[src/rtl/scg_pkg.sv]
package scg_pkg;

   typedef enum logic [1:0] {
      STD_NTSC  = 2'b00,
      STD_PAL   = 2'b01,
      STD_PALM  = 2'b10,
      STD_SLEEP = 2'b11
   } vid_std_e;

   // Burst angles, 360/256 degree units, relative to the U axis
   localparam logic [7:0] BPH_MID  = 8'd128;
   localparam logic [7:0] BPH_LEAD = 8'd96;
   localparam logic [7:0] BPH_LAG  = 8'd160;

   function automatic longint unsigned phase_step(input longint unsigned f_hz,
                                                  input longint unsigned clk_hz,
                                                  input int unsigned acc_w);
      return ((f_hz << acc_w) + (clk_hz >> 1)) / clk_hz;
   endfunction

   function automatic longint unsigned burst_samples(input longint unsigned cycles,
                                                     input longint unsigned clk_hz,
                                                     input longint unsigned f_hz);
      return (cycles * clk_hz + (f_hz >> 1)) / f_hz;
   endfunction

   function automatic logic alt_line(input vid_std_e s);
      return (s == STD_PAL) || (s == STD_PALM);
   endfunction

endpackage

[src/rtl/scg_sync_edges.sv]
module scg_sync_edges #(
   parameter int unsigned N = 2
) (
   input  logic         clk,
   input  logic         rst_n,
   input  logic [N-1:0] lvl_n,
   output logic [N-1:0] fall
);
   generate
      for (genvar i = 0; i < N; i++) begin : g_line
         logic prev_q;
         always_ff @(posedge clk or negedge rst_n) begin
            if (!rst_n) prev_q <= 1'b1;
            else        prev_q <= lvl_n[i];
         end
         assign fall[i] = prev_q & ~lvl_n[i];
      end
   endgenerate
endmodule

[src/rtl/scg_phase_accum.sv]
module scg_phase_accum
   import scg_pkg::*;
#(
   parameter int unsigned      ACC_W  = 32,
   parameter int unsigned      OUT_W  = 32,
   parameter longint unsigned  CLK_HZ = 64'd27000000,
   parameter longint unsigned  F_NTSC = 64'd3579545,
   parameter longint unsigned  F_PAL  = 64'd4433619,
   parameter longint unsigned  F_PALM = 64'd3575611,
   parameter logic [ACC_W-1:0] REF_PHASE = '0
) (
   input  logic             clk,
   input  logic             rst_n,
   input  vid_std_e         std,
   input  logic             seq_start,
   output logic [OUT_W-1:0] phase
);
   localparam logic [ACC_W-1:0] STEP_NTSC = ACC_W'(phase_step(F_NTSC, CLK_HZ, ACC_W));
   localparam logic [ACC_W-1:0] STEP_PAL  = ACC_W'(phase_step(F_PAL,  CLK_HZ, ACC_W));
   localparam logic [ACC_W-1:0] STEP_PALM = ACC_W'(phase_step(F_PALM, CLK_HZ, ACC_W));

   logic [ACC_W-1:0] acc_q;
   logic [ACC_W-1:0] step;

   always_comb begin
      case (std)
         STD_PAL:  step = STEP_PAL;
         STD_PALM: step = STEP_PALM;
         default:  step = STEP_NTSC;
      endcase
   end

   always_ff @(posedge clk or negedge rst_n) begin
      if (!rst_n)                acc_q <= '0;
      else if (std == STD_SLEEP) acc_q <= '0;
      else if (seq_start)        acc_q <= REF_PHASE;
      else                       acc_q <= acc_q + step;
   end

   generate
      if (OUT_W == ACC_W) begin : g_full
         assign phase = acc_q;
      end else begin : g_trunc
         assign phase = acc_q[ACC_W-1 -: OUT_W];
      end
   endgenerate

   // sequence start realigns the accumulator
   a_r3_genlock_load: assert property (@(posedge clk) disable iff (!rst_n)
      (seq_start && std != STD_SLEEP) |=> (acc_q == REF_PHASE));
   // sleep parks the phase at zero
   a_r1_sleep_zero: assert property (@(posedge clk) disable iff (!rst_n)
      (std == STD_SLEEP) |=> (acc_q == '0));
endmodule

[src/rtl/scg_burst_gate.sv]
module scg_burst_gate
   import scg_pkg::*;
#(
   parameter int unsigned     CNT_W       = 11,
   parameter int unsigned     BURST_START = 143,
   parameter longint unsigned CLK_HZ      = 64'd27000000,
   parameter longint unsigned F_NTSC      = 64'd3579545,
   parameter longint unsigned F_PAL       = 64'd4433619,
   parameter longint unsigned F_PALM      = 64'd3575611,
   parameter longint unsigned CYC_NTSC    = 64'd9,
   parameter longint unsigned CYC_PAL     = 64'd10,
   parameter longint unsigned CYC_PALM    = 64'd9
) (
   input  logic     clk,
   input  logic     rst_n,
   input  vid_std_e std,
   input  logic     hs_fall,
   input  logic     vs_low,
   output logic     burst_en
);
   localparam logic [CNT_W-1:0] LEN_NTSC = CNT_W'(burst_samples(CYC_NTSC, CLK_HZ, F_NTSC));
   localparam logic [CNT_W-1:0] LEN_PAL  = CNT_W'(burst_samples(CYC_PAL,  CLK_HZ, F_PAL));
   localparam logic [CNT_W-1:0] LEN_PALM = CNT_W'(burst_samples(CYC_PALM, CLK_HZ, F_PALM));
   localparam logic [CNT_W-1:0] START_C  = CNT_W'(BURST_START);
   localparam logic [CNT_W-1:0] CNT_MAX  = '1;

   logic [CNT_W-1:0] cnt_q;
   logic             vsl_q;
   logic [CNT_W-1:0] len;
   logic [CNT_W:0]   stop;
   logic             win;

   always_ff @(posedge clk or negedge rst_n) begin
      if (!rst_n) begin
         cnt_q <= CNT_MAX;
         vsl_q <= 1'b0;
      end else if (hs_fall) begin
         cnt_q <= '0;
         vsl_q <= vs_low;
      end else if (cnt_q != CNT_MAX) begin
         cnt_q <= cnt_q + 1'b1;
      end
   end

   always_comb begin
      case (std)
         STD_PAL:  len = LEN_PAL;
         STD_PALM: len = LEN_PALM;
         default:  len = LEN_NTSC;
      endcase
   end

   assign stop     = {1'b0, START_C} + {1'b0, len};
   assign win      = (cnt_q >= START_C) && ({1'b0, cnt_q} < stop);
   assign burst_en = win && !vsl_q && (std != STD_SLEEP);

   // the window is always shut on the sample after a line start
   a_r4_shut_after_edge: assert property (@(posedge clk) disable iff (!rst_n)
      hs_fall |=> !burst_en);
endmodule

[src/rtl/scg_line_switch.sv]
module scg_line_switch
   import scg_pkg::*;
#(
   parameter int unsigned FIELDS_NTSC = 4,
   parameter int unsigned FIELDS_PAL  = 8,
   parameter int unsigned FIELDS_PALM = 8
) (
   input  logic     clk,
   input  logic     rst_n,
   input  vid_std_e std,
   input  logic     hs_fall,
   input  logic     vs_fall,
   output logic     seq_start,
   output logic     sw
);
   localparam int unsigned FMAX_A = (FIELDS_NTSC > FIELDS_PAL) ? FIELDS_NTSC : FIELDS_PAL;
   localparam int unsigned FMAX   = (FMAX_A > FIELDS_PALM) ? FMAX_A : FIELDS_PALM;
   localparam int unsigned FW     = $clog2(FMAX + 1);

   logic [FW-1:0] fld_q;
   logic [FW-1:0] last;
   logic          armed_q;
   logic          sw_q;

   always_comb begin
      case (std)
         STD_PAL:  last = FW'(FIELDS_PAL - 1);
         STD_PALM: last = FW'(FIELDS_PALM - 1);
         default:  last = FW'(FIELDS_NTSC - 1);
      endcase
   end

   assign seq_start = vs_fall && (!armed_q || (fld_q >= last));

   always_ff @(posedge clk or negedge rst_n) begin
      if (!rst_n) begin
         fld_q   <= '0;
         armed_q <= 1'b0;
      end else if (vs_fall) begin
         armed_q <= 1'b1;
         fld_q   <= seq_start ? '0 : fld_q + 1'b1;
      end
   end

   always_ff @(posedge clk or negedge rst_n) begin
      if (!rst_n)              sw_q <= 1'b0;
      else if (!alt_line(std)) sw_q <= 1'b0;
      else if (seq_start)      sw_q <= 1'b0;
      else if (hs_fall)        sw_q <= ~sw_q;
   end

   assign sw = sw_q;

   // each line start flips the switch in the alternating standards
   a_r6_flip_per_line: assert property (@(posedge clk) disable iff (!rst_n)
      (hs_fall && alt_line(std) && !seq_start) |=> (sw_q != $past(sw_q)));
   // non-alternating standard keeps the switch low
   a_r6_fixed_low: assert property (@(posedge clk) disable iff (!rst_n)
      (std == STD_NTSC) |=> !sw_q);
   // a sequence start wins over a coincident line start
   a_r9_start_wins: assert property (@(posedge clk) disable iff (!rst_n)
      seq_start |=> !sw_q);
endmodule

[src/rtl/subcarrier_genlock.sv]
module subcarrier_genlock
   import scg_pkg::*;
#(
   parameter int unsigned     ACC_W       = 32,
   parameter int unsigned     PHASE_OUT_W = 32,
   parameter int unsigned     CNT_W       = 11,
   parameter int unsigned     BURST_START = 143,
   parameter longint unsigned CLK_HZ      = 64'd27000000,
   parameter longint unsigned F_NTSC      = 64'd3579545,
   parameter longint unsigned F_PAL       = 64'd4433619,
   parameter longint unsigned F_PALM      = 64'd3575611,
   parameter longint unsigned CYC_NTSC    = 64'd9,
   parameter longint unsigned CYC_PAL     = 64'd10,
   parameter longint unsigned CYC_PALM    = 64'd9,
   parameter int unsigned     FIELDS_NTSC = 4,
   parameter int unsigned     FIELDS_PAL  = 8,
   parameter int unsigned     FIELDS_PALM = 8
) (
   input  logic                   clk,
   input  logic                   rst_n,
   input  logic [1:0]             std_sel,
   input  logic                   hsync_n,
   input  logic                   vsync_n,
   output logic [PHASE_OUT_W-1:0] phase_o,
   output logic                   burst_en_o,
   output logic [7:0]             burst_phase_o,
   output logic                   vswitch_o
);
   localparam longint unsigned LEN_A   = burst_samples(CYC_NTSC, CLK_HZ, F_NTSC);
   localparam longint unsigned LEN_B   = burst_samples(CYC_PAL,  CLK_HZ, F_PAL);
   localparam longint unsigned LEN_C   = burst_samples(CYC_PALM, CLK_HZ, F_PALM);
   localparam longint unsigned LEN_AB  = (LEN_A > LEN_B) ? LEN_A : LEN_B;
   localparam longint unsigned LEN_MAX = (LEN_AB > LEN_C) ? LEN_AB : LEN_C;

   initial begin
      assert (ACC_W >= 16 && ACC_W <= 36) else $error("ACC_W out of range");
      assert (PHASE_OUT_W >= 1 && PHASE_OUT_W <= ACC_W) else $error("PHASE_OUT_W too wide");
      assert (BURST_START >= 1) else $error("BURST_START must be positive");
      assert (longint'(BURST_START) + LEN_MAX < (64'd1 << CNT_W) - 1)
         else $error("burst window does not fit the line counter");
      assert (FIELDS_NTSC >= 1 && FIELDS_PAL >= 1 && FIELDS_PALM >= 1)
         else $error("field counts must be positive");
   end

   vid_std_e   std;
   logic [1:0] fall;
   logic       hs_fall;
   logic       vs_fall;
   logic       seq_start;
   logic       sw;

   assign std     = vid_std_e'(std_sel);
   assign hs_fall = fall[0];
   assign vs_fall = fall[1];

   scg_sync_edges #(.N(2)) u_edges (
      .clk   (clk),
      .rst_n (rst_n),
      .lvl_n ({vsync_n, hsync_n}),
      .fall  (fall)
   );

   scg_line_switch #(
      .FIELDS_NTSC (FIELDS_NTSC),
      .FIELDS_PAL  (FIELDS_PAL),
      .FIELDS_PALM (FIELDS_PALM)
   ) u_switch (
      .clk       (clk),
      .rst_n     (rst_n),
      .std       (std),
      .hs_fall   (hs_fall),
      .vs_fall   (vs_fall),
      .seq_start (seq_start),
      .sw        (sw)
   );

   scg_phase_accum #(
      .ACC_W  (ACC_W),
      .OUT_W  (PHASE_OUT_W),
      .CLK_HZ (CLK_HZ),
      .F_NTSC (F_NTSC),
      .F_PAL  (F_PAL),
      .F_PALM (F_PALM)
   ) u_accum (
      .clk       (clk),
      .rst_n     (rst_n),
      .std       (std),
      .seq_start (seq_start),
      .phase     (phase_o)
   );

   scg_burst_gate #(
      .CNT_W       (CNT_W),
      .BURST_START (BURST_START),
      .CLK_HZ      (CLK_HZ),
      .F_NTSC      (F_NTSC),
      .F_PAL       (F_PAL),
      .F_PALM      (F_PALM),
      .CYC_NTSC    (CYC_NTSC),
      .CYC_PAL     (CYC_PAL),
      .CYC_PALM    (CYC_PALM)
   ) u_gate (
      .clk      (clk),
      .rst_n    (rst_n),
      .std      (std),
      .hs_fall  (hs_fall),
      .vs_low   (~vsync_n),
      .burst_en (burst_en_o)
   );

   always_comb begin
      if (alt_line(std)) burst_phase_o = sw ? BPH_LAG : BPH_LEAD;
      else               burst_phase_o = BPH_MID;
   end

   assign vswitch_o = sw;

   // during a burst the angle is one of the three legal codes
   a_r7_burst_word: assert property (@(posedge clk) disable iff (!rst_n)
      burst_en_o |-> (burst_phase_o == 8'd96 || burst_phase_o == 8'd128 ||
                      burst_phase_o == 8'd160));
   // a line begun inside vertical sync carries no burst
   a_r5_vsync_line_quiet: assert property (@(posedge clk) disable iff (!rst_n)
      (hs_fall && !vsync_n) |=> !burst_en_o);
endmodule

[config.mk]
export PLATFORM = sky130hd
export DESIGN_NAME = subcarrier_genlock
export DESIGN_NICKNAME = d
export VERILOG_FILES = /design/src/rtl/scg_pkg.sv /design/src/rtl/scg_sync_edges.sv /design/src/rtl/scg_phase_accum.sv /design/src/rtl/scg_burst_gate.sv /design/src/rtl/scg_line_switch.sv /design/src/rtl/subcarrier_genlock.sv
export SDC_FILE = /design/constraint.sdc
export NUM_CORES = 1
export LEC_CHECK = 0
export BUFFER_PORTS_ARGS = -buffer_cell sky130_fd_sc_hd__buf_2
export CORE_ASPECT_RATIO = 0.7
export CORE_UTILIZATION = 56
export DETAILED_ROUTE_END_ITERATION = 12
export GPL_TIMING_DRIVEN = 0
export PLACE_DENSITY = 0.77
export SYNTH_ARGS = -nofsm -noshare
export SYNTH_HDL_FRONTEND = slang
export SYNTH_SLANG_ARGS = --single-unit
[constraint.sdc]
create_clock -name clk -period 2.82 [get_ports clk]
set_clock_uncertainty 0.15 [all_clocks]
set_input_delay 0.282 -clock clk [delete_from_list [all_inputs] [get_ports clk]]
set_output_delay 0.282 -clock clk [all_outputs]
set_load 0.01 [all_outputs]
==> metrics.md <==
| Metric | Value |
|---|---|
| Sink Count | 52 |
| Synth area leader | dfrtp_1 |
| Core ar. | 0.006336 sq mm |
| Worst setup EP type | flop |
| Status | finished clean |
| Final #Nets | 546 |
| CP Max Fanout | 13 |
| Worst slew margin relative to its limit | 23.36% |
| Die Wd | about 100 microns |
| Initial Util | roughly three fifths |
| Ranking of synthesized cells by area | dfrtp_1, dfstp_2, ha_1 |
| Hold slack | 0.03015 ns |
| Most used DFF post-synth | dfrtp_1 |
| Synth unique cells | 61 |
| Cell area power density | 1026 mW/mm^2 |
| Num ports | between 40 and 50 |
| Antenna cells | 0 |
| Vias in the first global route | 3254 |
| Full die area | 0.007037 sq mm |
| Clk Latency, worst-skew pair | 0.32 ns |
| Synth warn | 0 |
| Worst Hold Class | primary input to asynchronous set/reset pin |
| CP startpoint kind | primary input |
| Dpl hpwl | 6698 microns |
| Synthesized area | 0.003752 sq mm |
| Highest Clock Rate | 364.4 MHz |
| Core Util, Final | 72.00% |
| Worst Tran Pin Value | roughly 1.1 ns |
| Num CTS Buffers | 5 |
| CP arrival | ~2.8 ns |
| Vias per cell | 5.974 |
| Worst IR Drop VDD | 0.5981 mV |
| Share of flip-flops with an asynchronous set or reset | 100.0% |
| DR DRC count | 0 |
| Pre-CTS worst setup slack | -0.7554 ns |
| Synth Instances | 449 |
| Critical Path RT | 2.91 ns |
| Final Hold Fails | 0 |
| Crit share post-route | a little over nine tenths |
| Max-cap violations | 0 |
| Fraction of layout cells with a size suffix above 1 | 25.58% |
| Vias | 3626 |
| Area occupied by multi-input gates | 0.002491 sq mm |
| Post-synth EDFFs | 0 |
| Initial antenna violation count | 0 |
| Final Wtd Congestion | 0.8889 |
| Layout fillers | slightly below 500 |
| Routed Antenna Nets | 0 |
| Clk pin slew, worst setup/hold paths | 0.11 ns |
| Clk buf depth | 2 |
| R2R Setup Slk | 0.08 ns |
| Die Y | 70.49 microns |
| Share of the synthesized area in the top cell type | between 20% and 30% |
| Seq/Total Area, Yosys | 35.11% |
| Top-count cell post-synth | nor2_1 |
| Global-route wire length before repair | roughly 16000 microns |
| Leak | 2.070 nW |
| 1st-pass router iterations | 5 |
| Worst setup margin | 0.07565 ns |
| Setup Crit Path Kind | primary input to flop |
| Gr ovfl total | 0 |
| Final count of pins violating max slew | 0 |
| Tot GR Track Use | 29.11% |
| WL/cell | 16.46 microns |
| CTS tree | yes |
| Synth top cells by count | nor2_1, dfrtp_1, nand2_1, a21oi_1, ha_1 |
| Seq. cell area | 0.001318 sq mm |
| Row Count | 24 |
| Avg Inst Size Synth | 8.357 sq um |
| I/O Buffers | between 40 and 50 |
| Final Power | 4.681 mW |
| H-Tree Depth | 2 |
| Final min period | 2.744 ns |
| Root Driver | clkbuf_8 |
| Detailed Route Iter0 Violations | 261 |
| Largest net degree at the start of global routing | 53 |
| Area grow syn2layout | 21.57% |
| Setup violators final | 0 |
| Post-Route WL | 9994 microns |
| #FFs+latches synth | 52 |
==> kinds of logic (layout without fill, tap and decap cells) <==
family,Yosys count,after routing,synth area share [%]
simple gates,178,178,22.81
compound gates,108,108,18.34
flops,52,52,35.11
buf+inv,42,105,5.035
xor+xnor,38,38,8.870
fa+ha+maj,27,27,8.903
mux,3,3,0.8336
other cells,1,5,0.09994
==> flip-flops by register name, indices dropped and copies added, names as in the netlist <==
signal	cells
u_switch.fld_q	4
u_gate.vsl_q	1
u_edges.g_line.prev_q	2
u_accum.phase	32
u_switch.armed_q	1
u_switch.sw	1
u_gate.cnt_q	11
==> placed cells by master (no fill, tap or decap), drive strengths merged, types with 6 or more instances in the layout <==
cell type and count:
inv 24, nor3b 6, xnor2 17, clkbuf 13
nand2b 9, dfstp 13, xor2 21, nand2 37
a21oi 28, buf 65, nor3 9, dfrtp 39
nand3 13, a31oi 10, nor2 68, nor2b 6
nand4 9, o21ai 29, ha 25
==> layer usage <==
| metal | GRT usage [%] | wire (microns) |
|---|---|---|
| met2 | 42.91 | 4354 |
| met4 | 10.78 | 240 |
| met3 | 5.305 | 802 |
| met5 | 0 | 0 |
| met1 | 42.35 | 4597 |
==> final timing paths <==
check | endpoint | cells past startpoint | startpoint
worst max-delay path | u_accum.phase[27] | 14 | std_sel[1]
worst min-delay path | u_switch.armed_q | 1 | rst_n
worst max register to register | u_accum.phase[27] | 10 | u_accum.phase[2]
worst min register to register | u_switch.armed_q | 1 | u_switch.armed_q
max in group asynchronous | u_accum.phase[24] | 1 | rst_n
min in group clk | u_switch.armed_q | 1 | u_switch.armed_q
==> stage by stage <==
stage	std cells	area [sq um]	TNS, ns
after floorplan	453	3789	-0.02445
after CTS	603	4415	0
final	607	4562	0
after detailed placement	586	4113	-10.47
after global routing	607	4562	-0.07522
after global placement	586	4113	-8.158
==> report_power, final <==
part	internal (mW)	total (mW)	switching [mW]
Clock	0.182	0.472	0.290
Combinational	1.19	2.85	1.66
Sequential	1.03	1.36	0.327
Total	2.41	4.68	2.27
==> cell type report <==
cell class / instances / share of cell area, %
tap: 91 / 2.496
sequential: 52 / 28.88
timing repair buffer: 57 / 7.323
clock inverter: 3 / 0.5485
multi-input combinational: 359 / 54.61
inverter: 22 / 2.139
clock buffer: 5 / 1.509
buffer: 18 / 2.496
==> critical path, stage by stage <==
cell      delay (ns)
buf_2           0.14
inv_2           0.08
ha_4            0.16
inv_8           0.07
ha_1            0.32
o211a_1         0.22
o21ai_4         0.09
o311ai_4        0.27
o211a_1         0.26
o21a_1          0.17
o21a_1          0.21
nor2_2          0.08
o31ai_4         0.26
mux2i_1         0.22
==> timing repair <==
action,in CTS,in global routing
gates resized for setup,26,31
pin swaps,10,14
buffers inserted,9,5
endpoints found under the hold margin,2,0
setup endpoints to repair,17,28
hold buffers,2,0
Power figures use the tool's default switching activity.
